[config.mk]
export PLATFORM = sky130hd
export DESIGN_NAME = rxs_ring_writer
export DESIGN_NICKNAME = d
export VERILOG_FILES = /design/src/rtl/rxs_pkg.sv /design/src/rtl/rxs_rst_sync.sv /design/src/rtl/rxs_entry_fmt.sv /design/src/rtl/rxs_ring_ptr.sv /design/src/rtl/rxs_ring_writer.sv
export SDC_FILE = /design/constraint.sdc
export NUM_CORES = 1
export LEC_CHECK = 0
export BUFFER_PORTS_ARGS = -buffer_cell sky130_fd_sc_hd__buf_2
export CORE_UTILIZATION = 42
export DETAILED_ROUTE_END_ITERATION = 12
export PLACE_DENSITY = 0.72
export REMOVE_ABC_BUFFERS = 1
export SYNTH_ARGS = -nofsm -noshare
export SYNTH_HDL_FRONTEND = slang
export SYNTH_SLANG_ARGS = --single-unit
export TNS_END_PERCENT = 30
[constraint.sdc]
create_clock -name clk -period 4.75 [get_ports clk]
set_input_delay 1.1875 -clock clk [delete_from_list [all_inputs] [get_ports clk]]
set_output_delay 1.1875 -clock clk [all_outputs]
set_load 0.01 [all_outputs]
[src/rtl/rxs_pkg.sv]
package rxs_pkg;
  localparam int ENTRY_W = 128;

  typedef struct packed {
    logic        last;
    logic [2:0]  l2_status;
    logic [1:0]  l3_status;
    logic [1:0]  l4_status;
    logic [11:0] flow_id;
    logic [1:0]  mac_id;
    logic        mac_id_vld;
    logic [5:0]  pkt_flags;
    logic [5:0]  l2_hdr_len;
    logic [5:0]  l3_hdr_len;
    logic [3:0]  l4_hdr_len;
    logic [5:0]  mcs;
    logic [1:0]  bond_mode;
    logic [3:0]  data_ofs;
    logic [15:0] buf_id;
    logic [15:0] byte_len;
    logic [31:0] tstamp;
  } rxs_req_t;
endpackage

[src/rtl/rxs_rst_sync.sv]
module rxs_rst_sync #(
  parameter int STAGES = 2
) (
  input  logic clk,
  input  logic arst_n,
  output logic srst_n
);
  logic [STAGES-1:0] sync_q;

  always_ff @(posedge clk or negedge arst_n) begin
    if (!arst_n) sync_q <= '0;
    else         sync_q <= {sync_q[STAGES-2:0], 1'b1};
  end

  assign srst_n = sync_q[STAGES-1];
endmodule

[src/rtl/rxs_entry_fmt.sv]
module rxs_entry_fmt
  import rxs_pkg::*;
(
  input  rxs_req_t             req,
  input  logic                 phase,
  output logic [ENTRY_W-1:0]   entry
);
  logic        err;
  logic [1:0]  mid;
  logic [31:0] w0, w1, w2, w3;

  always_comb begin
    err = (req.l2_status != 3'd0) || (req.l3_status == 2'd3) ||
          (req.l4_status == 2'd3);
    mid = req.mac_id_vld ? req.mac_id : 2'd0;
    w0  = {phase, req.last, err, req.pkt_flags, req.mac_id_vld, mid,
           req.flow_id, 1'b0, req.l4_status, req.l3_status, req.l2_status};
    w1  = {4'd0, req.data_ofs, req.bond_mode, req.mcs, req.l4_hdr_len,
           req.l3_hdr_len, req.l2_hdr_len};
    w2  = {req.byte_len, req.buf_id};
    w3  = req.tstamp;
    entry = {w3, w2, w1, w0};
  end
endmodule

[src/rtl/rxs_ring_ptr.sv]
module rxs_ring_ptr #(
  parameter int ORDER = 4
) (
  input  logic             clk,
  input  logic             rst_n,
  input  logic             advance,
  input  logic [ORDER-1:0] sw_tail,
  output logic [ORDER-1:0] head,
  output logic             phase,
  output logic             full
);
  localparam logic [ORDER-1:0] LAST_SLOT = {ORDER{1'b1}};

  logic [ORDER-1:0] head_q, head_d;
  logic             phase_q, phase_d;
  logic [ORDER-1:0] head_inc;

  always_comb begin
    head_inc = head_q + 1'b1;
    head_d   = head_q;
    phase_d  = phase_q;
    if (advance) begin
      head_d = head_inc;
      if (head_q == LAST_SLOT) phase_d = ~phase_q;
    end
  end

  always_ff @(posedge clk or negedge rst_n) begin
    if (!rst_n) begin
      head_q  <= '0;
      phase_q <= 1'b1;
    end else begin
      head_q  <= head_d;
      phase_q <= phase_d;
    end
  end

  assign head  = head_q;
  assign phase = phase_q;
  assign full  = (head_inc == sw_tail);
endmodule

[src/rtl/rxs_ring_writer.sv]
module rxs_ring_writer
  import rxs_pkg::*;
#(
  parameter int ORDER       = 4,
  parameter int SYNC_STAGES = 2
) (
  input  logic               clk,
  input  logic               rst_n,
  input  logic               in_valid,
  output logic               in_ready,
  input  logic               in_last,
  input  logic [2:0]         in_l2_status,
  input  logic [1:0]         in_l3_status,
  input  logic [1:0]         in_l4_status,
  input  logic [11:0]        in_flow_id,
  input  logic [1:0]         in_mac_id,
  input  logic               in_mac_id_vld,
  input  logic [5:0]         in_pkt_flags,
  input  logic [5:0]         in_l2_hdr_len,
  input  logic [5:0]         in_l3_hdr_len,
  input  logic [3:0]         in_l4_hdr_len,
  input  logic [5:0]         in_mcs,
  input  logic [1:0]         in_bond_mode,
  input  logic [3:0]         in_data_ofs,
  input  logic [15:0]        in_buf_id,
  input  logic [15:0]        in_byte_len,
  input  logic [31:0]        in_tstamp,
  input  logic [ORDER-1:0]   sw_tail,
  output logic               ring_we,
  output logic [ORDER-1:0]   ring_addr,
  output logic [ENTRY_W-1:0] ring_data,
  output logic [ORDER-1:0]   hw_head,
  output logic               irq
);
  localparam int EOP_BIT = 30;

  logic               srst_n;
  logic               accept;
  logic               full;
  logic               phase;
  logic [ORDER-1:0]   head;
  rxs_req_t           req;
  logic [ENTRY_W-1:0] entry;

  logic               we_q, we_d;
  logic [ORDER-1:0]   addr_q, addr_d;
  logic [ENTRY_W-1:0] data_q, data_d;
  logic               irq_q, irq_d;

  rxs_rst_sync #(.STAGES(SYNC_STAGES)) u_rst (
    .clk    (clk),
    .arst_n (rst_n),
    .srst_n (srst_n)
  );

  always_comb begin
    req.last       = in_last;
    req.l2_status  = in_l2_status;
    req.l3_status  = in_l3_status;
    req.l4_status  = in_l4_status;
    req.flow_id    = in_flow_id;
    req.mac_id     = in_mac_id;
    req.mac_id_vld = in_mac_id_vld;
    req.pkt_flags  = in_pkt_flags;
    req.l2_hdr_len = in_l2_hdr_len;
    req.l3_hdr_len = in_l3_hdr_len;
    req.l4_hdr_len = in_l4_hdr_len;
    req.mcs        = in_mcs;
    req.bond_mode  = in_bond_mode;
    req.data_ofs   = in_data_ofs;
    req.buf_id     = in_buf_id;
    req.byte_len   = in_byte_len;
    req.tstamp     = in_tstamp;
  end

  rxs_entry_fmt u_fmt (
    .req   (req),
    .phase (phase),
    .entry (entry)
  );

  rxs_ring_ptr #(.ORDER(ORDER)) u_ptr (
    .clk     (clk),
    .rst_n   (srst_n),
    .advance (accept),
    .sw_tail (sw_tail),
    .head    (head),
    .phase   (phase),
    .full    (full)
  );

  assign in_ready = srst_n && !full;
  assign accept   = in_valid && in_ready;

  always_comb begin
    we_d   = accept;
    addr_d = addr_q;
    data_d = data_q;
    if (accept) begin
      addr_d = head;
      data_d = entry;
    end
    irq_d = we_q && data_q[EOP_BIT];
  end

  always_ff @(posedge clk or negedge srst_n) begin
    if (!srst_n) begin
      we_q   <= 1'b0;
      addr_q <= '0;
      data_q <= '0;
      irq_q  <= 1'b0;
    end else begin
      we_q   <= we_d;
      addr_q <= addr_d;
      data_q <= data_d;
      irq_q  <= irq_d;
    end
  end

  assign ring_we   = we_q;
  assign ring_addr = addr_q;
  assign ring_data = data_q;
  assign hw_head   = head;
  assign irq       = irq_q;
endmodule

==> impl_metrics.ini, run 1 <==
[outcome]
status = finished clean

[grt]
grt_pass1_wl_um = 19600
grt_use_total_pct = 18.2
overflow = 0
grt_max_degree = 84
grt_pass1_vias = 3779
antenna_found_initial = 0

[placement]
port_buffers = 261
gp_congestion = 0.756
place_area_sq_um = 7030
dp_slack_ns = 1.50
hpwlAfterDp_um = 8610

[routing]
vias = 3517
drt-pass1-iter-count = 4
initialDrtViolationCount = 202
viasPerCell = 4.61
drt-wirelength-per-cell_um = 15.6
drcViolationCount = 0
wl_um = 11900
ant_nets = 0

[setup_path]
cp_max_fo = 5
critPathTopFamily = XOR/XNOR gates
critPathBufInv = 2
critical_path.cell_chain = buf_2 > xnor3_1 > nand3_2 > o21a_1 > buf_2
cp_common_cell = buf_2
crit_slowest_cell = xnor3_1
crit_arrival_ns = 2.06
start_kind = input port
cp-end-kind = output pin
worstSetupPathType = in2out
crit_path_max_incr_delay_ns = 0.29
required_ns = 3.56

[logic_synthesis]
avgSynthCellArea_sq_um = 18.0
synth_compound_area_share_pct = 0.820
synth_area_sq_um = 5650
synth_top_area_share_pct = 59.8
synth_top_family_by_area = multiplexers
yosys_warnings = 0
synthDistinctLibCells = 25
yosys.area_share.simple_pct = 0.908
synth_ff_type = dfrtp_1
synthMuxAreaShare_pct = 31.9
synth_edf_count = 0
async_flop_share_pct = 100
synth_cells = 313
yosys-top-cells-area = dfrtp_1 (60%), mux2_4 (26%), mux2_2 (6.0%)
synth_fa_ha_area_share_pct = 0.222
ys_seq_elements = 136
yosysTopAreaCell = dfrtp_1
ys_seq_area_share_pct = 60.3
synth_xor_area_share_pct = 1.77

[power_and_ir_drop]
p_total_uw = 4590
internal_power_uw = 3240
irDropWorstVdd_uv = 253
pwr-share-clk_pct = 27.0
combPwrFrac_pct = 33.3
p_per_area_nw_per_um2 = 605
p_seq_share_pct = 39.7
sw_frac_of_total_pct = 29.3
switchingPower_uw = 1350
leakage_uw = 0.00405

[floorplanning]
io_pins = 267
rows = 41
die_height_um = 118
initial_core_util_pct = 43.9
dieArea_sq_um = 13900
die_w_um = 118
core_sq_um = 12900

[cells_and_area]
fill_cells = 1036
multi_input_area_sq_um = 2040
fin_nets = 710
final_util_pct = 58.9
drive_above_1_share_pct = 71.2
final_area_sq_um = 7590
syn2layout_area_growth_pct = 34.4
regArea_sq_um = 3410
antenna_cells = 0

[clock_tree]
clkLatencyLatePin_ns = 0.41
ctsResizeCount = 0
cts_inserted_buffers = 17
cts_buffer_depth = 2
ctsRootBufferMaster = clkbuf_16
htreeDepth = 4
cts_tree = done
postCtsSetupBuffers = 0
clkTransAtPathRegs_ns = 0.06
cts_hold_buf = 0
clock-sinks = 136

[sta]
fin_crit_ns = 3.25
fin_ws_ns = 1.50
setup-tns-final_ns = 0
slew-limit-headroom_pct = 32.6
tightest_slew_ns = 1.01
rsz0062_at_grt = no
slew_violations = 0
clock_skew_ns = 0.00729
finalCritPeriodShare_pct = 68.3
hold_viol = 0
fmax_ghz = 0.308
setup_viol = 0

[hold_path]
hp-class = reg2reg

[flow_run]
cap_viol_max_count = 0
-- per-stage QoR --
stage	hold slack [ns]	std cells
final	0.349	763
after global routing	0.361	763
after CTS	0.354	763
after detailed placement	0.344	734
after global placement	0.339	734
after floorplan	0.331	298
-- kinds of logic after synthesis --
group | count (synthesis)
compound gates | 6
xor+xnor | 9
fa+ha+maj | 1
buf+inv | 22
flops | 136
mux | 128
other cells | 2
simple gates | 9
-- state kept, by name (all words and copies together) (netlist names) --
| signal | count |
|---|---|
| irq | 1 |
| ring_addr | 4 |
| ring_data | 123 |
| ring_we | 1 |
| u_ptr.head | 4 |
| u_ptr.phase | 1 |
| u_rst.sync_q | 2 |
-- area by class of cell --
cell class | count | area share (%)
multi-input combinational | 159 | 26.9
sequential | 136 | 44.9
clock inverter | 3 | 0.528
clock buffer | 26 | 6.84
tap | 172 | 2.84
inverter | 3 | 0.148
timing repair buffer | 264 | 17.8
-- routing by layer --
layer | vias to the layer above | wire (um) | global-route usage, % | share of wire (%)
met2 | 162 | 6010 | 29.9 | 50
met4 | 0 | 240 | 7.85 | 2.0
met3 | 24 | 672 | 5.43 | 5.6
li1 | 1607 | - | - | -
met5 | - | 0 | 0 | 0
met1 | 1724 | 4990 | 22.3 | 42
-- cell usage after synthesis, types with 3 or more instances --
cell type    n
dfrtp_1    135
mux2_4      96
mux2_2      30
buf_8       10
xnor2_1      6
buf_4        5
buf_2        3
inv_1        3
nand2_1      3
o211ai_1     3
-- power groups by stage --
| stage | combinational, uW | sequential, uW | clock, uW |
|---|---|---|---|
| 6_report | 1530 | 1820 | 1240 |
| 5_1_grt | 1640 | 1880 | 1320 |
| 4_1_cts | 1550 | 1830 | 1270 |
| 3_5_place_dp | 1550 | 1830 | 0 |
| 3_3_place_gp | 1520 | 1810 | 0 |
| 2_1_floorplan | 824 | 2020 | 0 |
-- worst paths after layout --
kind	to	slack [ns]	depth (start not counted)	start
max	in_ready	1.50	5	sw_tail[2]
min	u_rst.sync_q[1]	0.35	0	u_rst.sync_q[0]
max reg2reg	ring_data[10]	2.40	6	u_ptr.head[0]
min reg2reg	u_rst.sync_q[1]	0.35	0	u_rst.sync_q[0]
max in group asynchronous	ring_data[89]	2.90	1	u_rst.sync_q[1]
min in group asynchronous	ring_addr[2]	0.38	0	u_rst.sync_q[1]
-- cells in the final DEF, fill, tap and decap left out --
master     count
buf_2        261
dfrtp_1      134
mux2_4        96
mux2_2        30
clkbuf_16     17
xnor2_1        6
conb_1         6
clkbuf_8       6
inv_1          3
nand2_1        3
o211ai_1       3
clkbuf_1       3
and3_1         2
and2_1         2
mux2i_1        2
clkinv_2       2
buf_12         2
xnor2_2        1
xor2_1         1
xnor3_1        1
nand3_2        1
o21a_1         1
o21ai_4        1
a22oi_1        1
nor3_1         1
ha_1           1
bufinv_16      1
buf_4          1
dfstp_2        1
dfrtp_4        1
(Power assumes the default switching activity.)
==> inputs of run 2 (changes only) <==
- CORE_UTILIZATION: 42 -> 45
- PLACE_DENSITY: 0.72 -> 0.74
- clock period: 4.75 -> 3.2 ns (I/O delays scaled with it)
==> impl_metrics.ini, run 2 (synthesized netlist as in run 1, its figures left out) <==
[sta]
fmax_ghz = 0.369
setup_viol = 0
finalCritPeriodShare_pct = 84.6
setup-tns-final_ns = 0
slew_violations = 0
hold_viol = 0
fin_ws_ns = 0.492
rsz0062_at_grt = no
clock_skew_ns = 0.00491
slew-limit-headroom_pct = 45.4
tightest_slew_ns = 0.819
fin_crit_ns = 2.71

[setup_path]
startpoint = u_ptr.head[0]
critPathBufInv = 1
reg2reg_from = u_ptr.head[0]
reg2reg_depth = 6
cp_max_fo = 6
required_ns = 2.40
crit_arrival_ns = 1.91
critical_path.cell_chain = ha_1 > xnor2_1 > nand3_2 > o21a_1 > buf_2
start_kind = flip-flop
worstSetupPathType = reg2out
critPathTopFamily = flip-flops
crit_slowest_cell = dfrtp_1
r2r_slack_ns = 0.83
cp-end-kind = output pin
regToRegEndpoint = ring_data[125]
crit_path_max_incr_delay_ns = 0.46

[floorplanning]
die_height_um = 114
rows = 40
dieArea_sq_um = 13000
initial_core_util_pct = 46.6
core_sq_um = 12100
die_w_um = 114
io_pins = 267

[cells_and_area]
fin_nets = 711
drive_above_1_share_pct = 71.3
most-common-layout-cells = buf_2 (261), dfrtp_1 (134), mux2_4 (96)
syn2layout_area_growth_pct = 34.5
final_cells = 761
antenna_cells = 0
layout_commonest_cell = buf_2
largest_reg_flops = 123
fill_cells = 913

[power_and_ir_drop]
switchingPower_uw = 2040
irDropWorstVdd_uv = 467
combPwrFrac_pct = 33.3
pwr-share-clk_pct = 27.4
leakage_uw = 0.00405
sw_frac_of_total_pct = 29.6
p_total_uw = 6880
p_seq_share_pct = 39.3
internal_power_uw = 4850
p_per_area_nw_per_um2 = 906

[clock_tree]
cts_buffer_depth = 2
cts_inserted_buffers = 17
clkTransAtPathRegs_ns = 0.06
postCtsSetupBuffers = 0
clkLatencyLatePin_ns = 0.41
clock-sinks = 136
htreeDepth = 4
cts_hold_buf = 0
cts_tree = done
ctsResizeCount = 0
ctsRootBufferMaster = clkbuf_16

[placement]
numPlacedInstances = 731
hpwlAfterDp_um = 8640
dp_slack_ns = 0.672
gp_congestion = 0.767
port_buffers = 261

[grt]
overflow = 0
antenna_found_initial = 0
grt_pass1_vias = 3720
grt_pass1_wl_um = 18600
grt_max_degree = 69
grt_use_total_pct = 19.1

[routing]
ant_nets = 0
viasPerCell = 4.60
drt-pass1-iter-count = 3
vias = 3500
wl_um = 12100
drt-wirelength-per-cell_um = 15.9
initialDrtViolationCount = 110
drcViolationCount = 0

[outcome]
status = finished clean

[flow_run]
cap_viol_max_count = 0

[hold_path]
hp-class = reg2async
## run 2: metal layers
layer / track usage [%] / part of all wire (%)
met5: 0 / 0
met4: 9.00 / 2.1
met3: 6.48 / 7.2
met2: 32.0 / 50
met1: 21.9 / 41
## run 2: power by group through the flow
stage          Combinational [uW]  Sequential (uW)  Clock, uW
2_1_floorplan                1220             2990          0
3_3_place_gp                 2260             2690          0
3_5_place_dp                 2300             2720          0
4_1_cts                      2310             2710       1930
5_1_grt                      2450             2780       2000
6_report                     2290             2710       1890
## run 2: worst max-delay path by stage
stage | endpoint | depth (start not counted) | slack, ns
6_report | in_ready | 5 | 0.49
5_1_grt | in_ready | 5 | 0.38
4_1_cts | in_ready | 5 | 0.47
3_5_place_dp | ring_data[1] | 6 | 0.67
3_3_place_gp | ring_data[122] | 6 | 0.72
2_1_floorplan | ring_addr[0] | 4 | -3.59
## run 2: stage by stage
step                area, sq um  hold slack [ns]  util [%]
global route               7600            0.145      62.7
global placement           7030            0.146      58.0
floorplan                  5450            0.331         -
finish                     7600            0.145      62.7
CTS                        7600            0.146      62.7
detailed placement         7030            0.145      58.0
## run 2: area by class of cell
type                       instances  area (sq um)  area share (%)
sequential                       136          3410            44.9
multi-input combinational        159          2040            26.8
timing repair buffer             265          1360            17.9
clock buffer                      20           437            5.75
tap                              168           210            2.77
clock inverter                    10           130            1.71
inverter                           3          11.3           0.148
==> inputs of run 3 (changes only) <==
- clock period: 3.2 -> 2.65 ns (I/O delays scaled with it)
==> impl_metrics.ini, run 3 (synthesized netlist as in run 1, its figures left out) <==
[placement]
place_area_sq_um = 7150
port_buffers = 261
hpwlAfterDp_um = 9090
gp_congestion = 0.757

[floorplanning]
die_w_um = 114
die_height_um = 114
io_pins = 267
core_sq_um = 12100
rows = 40
initial_core_util_pct = 46.6
dieArea_sq_um = 13000

[cells_and_area]
final_util_pct = 63.7
layout_commonest_cell = buf_2
fin_nets = 720
final_area_sq_um = 7720
drive_above_1_share_pct = 72.0
syn2layout_area_growth_pct = 36.7
antenna_cells = 0
largest_reg_flops = 123
most-common-layout-cells = buf_2 (261), dfrtp_1 (134), mux2_4 (96)

[setup_path]
start_kind = flip-flop
r2r_slack_ns = 0.30
required_ns = 1.99
worstSetupPathType = reg2out
reg2reg_from = u_ptr.head[0]
cp-end-kind = output pin
crit_path_max_incr_delay_ns = 0.45
regToRegEndpoint = ring_data[105]
cp_max_fo = 6
crit_arrival_ns = 1.90
crit_slowest_cell = dfrtp_1
reg2reg_depth = 7
critical_path.cell_chain = ha_1 > xnor2_2 > nand3_2 > o21a_1 > buf_2

[sta]
tightest_slew_ns = 0.875
fmax_ghz = 0.390
finalCritPeriodShare_pct = 96.7
clock_skew_ns = 0.00460
slew_violations = 0
hold_ws_ns = 0.0270
setup_viol = 0
fin_crit_ns = 2.56
setup-tns-final_ns = 0
rsz0062_at_grt = no
hold_viol = 0
slew-limit-headroom_pct = 41.7

[grt]
antenna_found_initial = 0
grt_max_degree = 72
overflow = 0
grt_pass1_vias = 3703
grt_pass1_wl_um = 18800
grt_use_total_pct = 19.1

[routing]
drcViolationCount = 0
viasPerCell = 4.64
drt-pass1-iter-count = 4
wl_um = 12200
vias = 3580
drt-wirelength-per-cell_um = 15.8
initialDrtViolationCount = 156
ant_nets = 0

[clock_tree]
clkTransAtPathRegs_ns = 0.05
clock-sinks = 136
cts_inserted_buffers = 17
cts_hold_buf = 0
cts_buffer_depth = 2
cts_tree = done
clkLatencyLatePin_ns = 0.41
ctsRootBufferMaster = clkbuf_16
htreeDepth = 4

[power_and_ir_drop]
p_per_area_nw_per_um2 = 1080
sw_frac_of_total_pct = 29.8
combPwrFrac_pct = 34.2
leakage_uw = 0.00412
pwr-share-clk_pct = 26.6
p_seq_share_pct = 39.2
internal_power_uw = 5830
switchingPower_uw = 2480
irDropWorstVdd_uv = 570

[hold_path]
hp-class = in2async

[outcome]
status = finished clean

[flow_run]
cap_viol_max_count = 0
==> run 3: routing by layer <==
| layer | vias up | wire length, um | track usage, % |
|---|---|---|---|
| li1 | 1636 | - | - |
| met2 | 169 | 6070 | 31.6 |
| met3 | 23 | 983 | 6.80 |
| met4 | 0 | 267 | 8.83 |
| met5 | - | 0 | 0 |
| met1 | 1752 | 4900 | 22.1 |
==> run 3: final cells by class <==
| cell class | instances | area, sq um |
|---|---|---|
| Multi-Input combinational cell | 159 | 2050 |
| Inverter | 3 | 11.3 |
| Sequential cell | 136 | 3410 |
| Clock inverter | 8 | 70.1 |
| Fill cell | 929 | 4390 |
| Timing Repair Buffer | 274 | 1480 |
| Tap cell | 168 | 210 |
| Clock buffer | 24 | 492 |
==> run 3: worst max path at each step <==
stage / startpoint / end / cells after the start
floorplan: u_ptr.head[0] / ring_addr[0] / 5
global placement: sw_tail[2] / ring_data[81] / 7
detailed placement: sw_tail[2] / ring_data[56] / 7
CTS: u_ptr.head[0] / in_ready / 5
global route: u_ptr.head[0] / in_ready / 5
finish: u_ptr.head[0] / in_ready / 5
==> run 3: worst max-delay path: cells and delay by family (launching register included) <==
family	cells	cell delay [ns]
buffers and inverters	1	0.13
XOR/XNOR	1	0.16
AO/OA/AOI/OAI	1	0.21
flip-flops	1	0.45
AND/OR/NAND/NOR	1	0.17
adder cells (fa/ha/maj)	1	0.37
==> run 3: power by group through the flow <==
stage / Clock, uW / Sequential (uW) / Combinational (uW)
floorplan: 0 / 3610 / 1480
global placement: 0 / 3260 / 2770
detailed placement: 0 / 3270 / 2850
CTS: 2260 / 3260 / 2860
global route: 2370 / 3340 / 3030
finish: 2210 / 3250 / 2840
==> run 3: timing repair <==
action	4_1_cts	5_1_grt
gates resized for setup	0	1
endpoints found under the setup margin	0	1
setup buffers	0	0
==> run 3: per-stage QoR <==
| stage | total power, uW | std cells | worst slack [ns] |
|---|---|---|---|
| floorplan | 5090 | 298 | -4.03 |
| global placement | 6030 | 740 | 0.310 |
| detailed placement | 6120 | 740 | 0.252 |
| CTS | 8370 | 772 | 0.0710 |
| global route | 8740 | 772 | 0.00635 |
| finish | 8310 | 772 | 0.0874 |
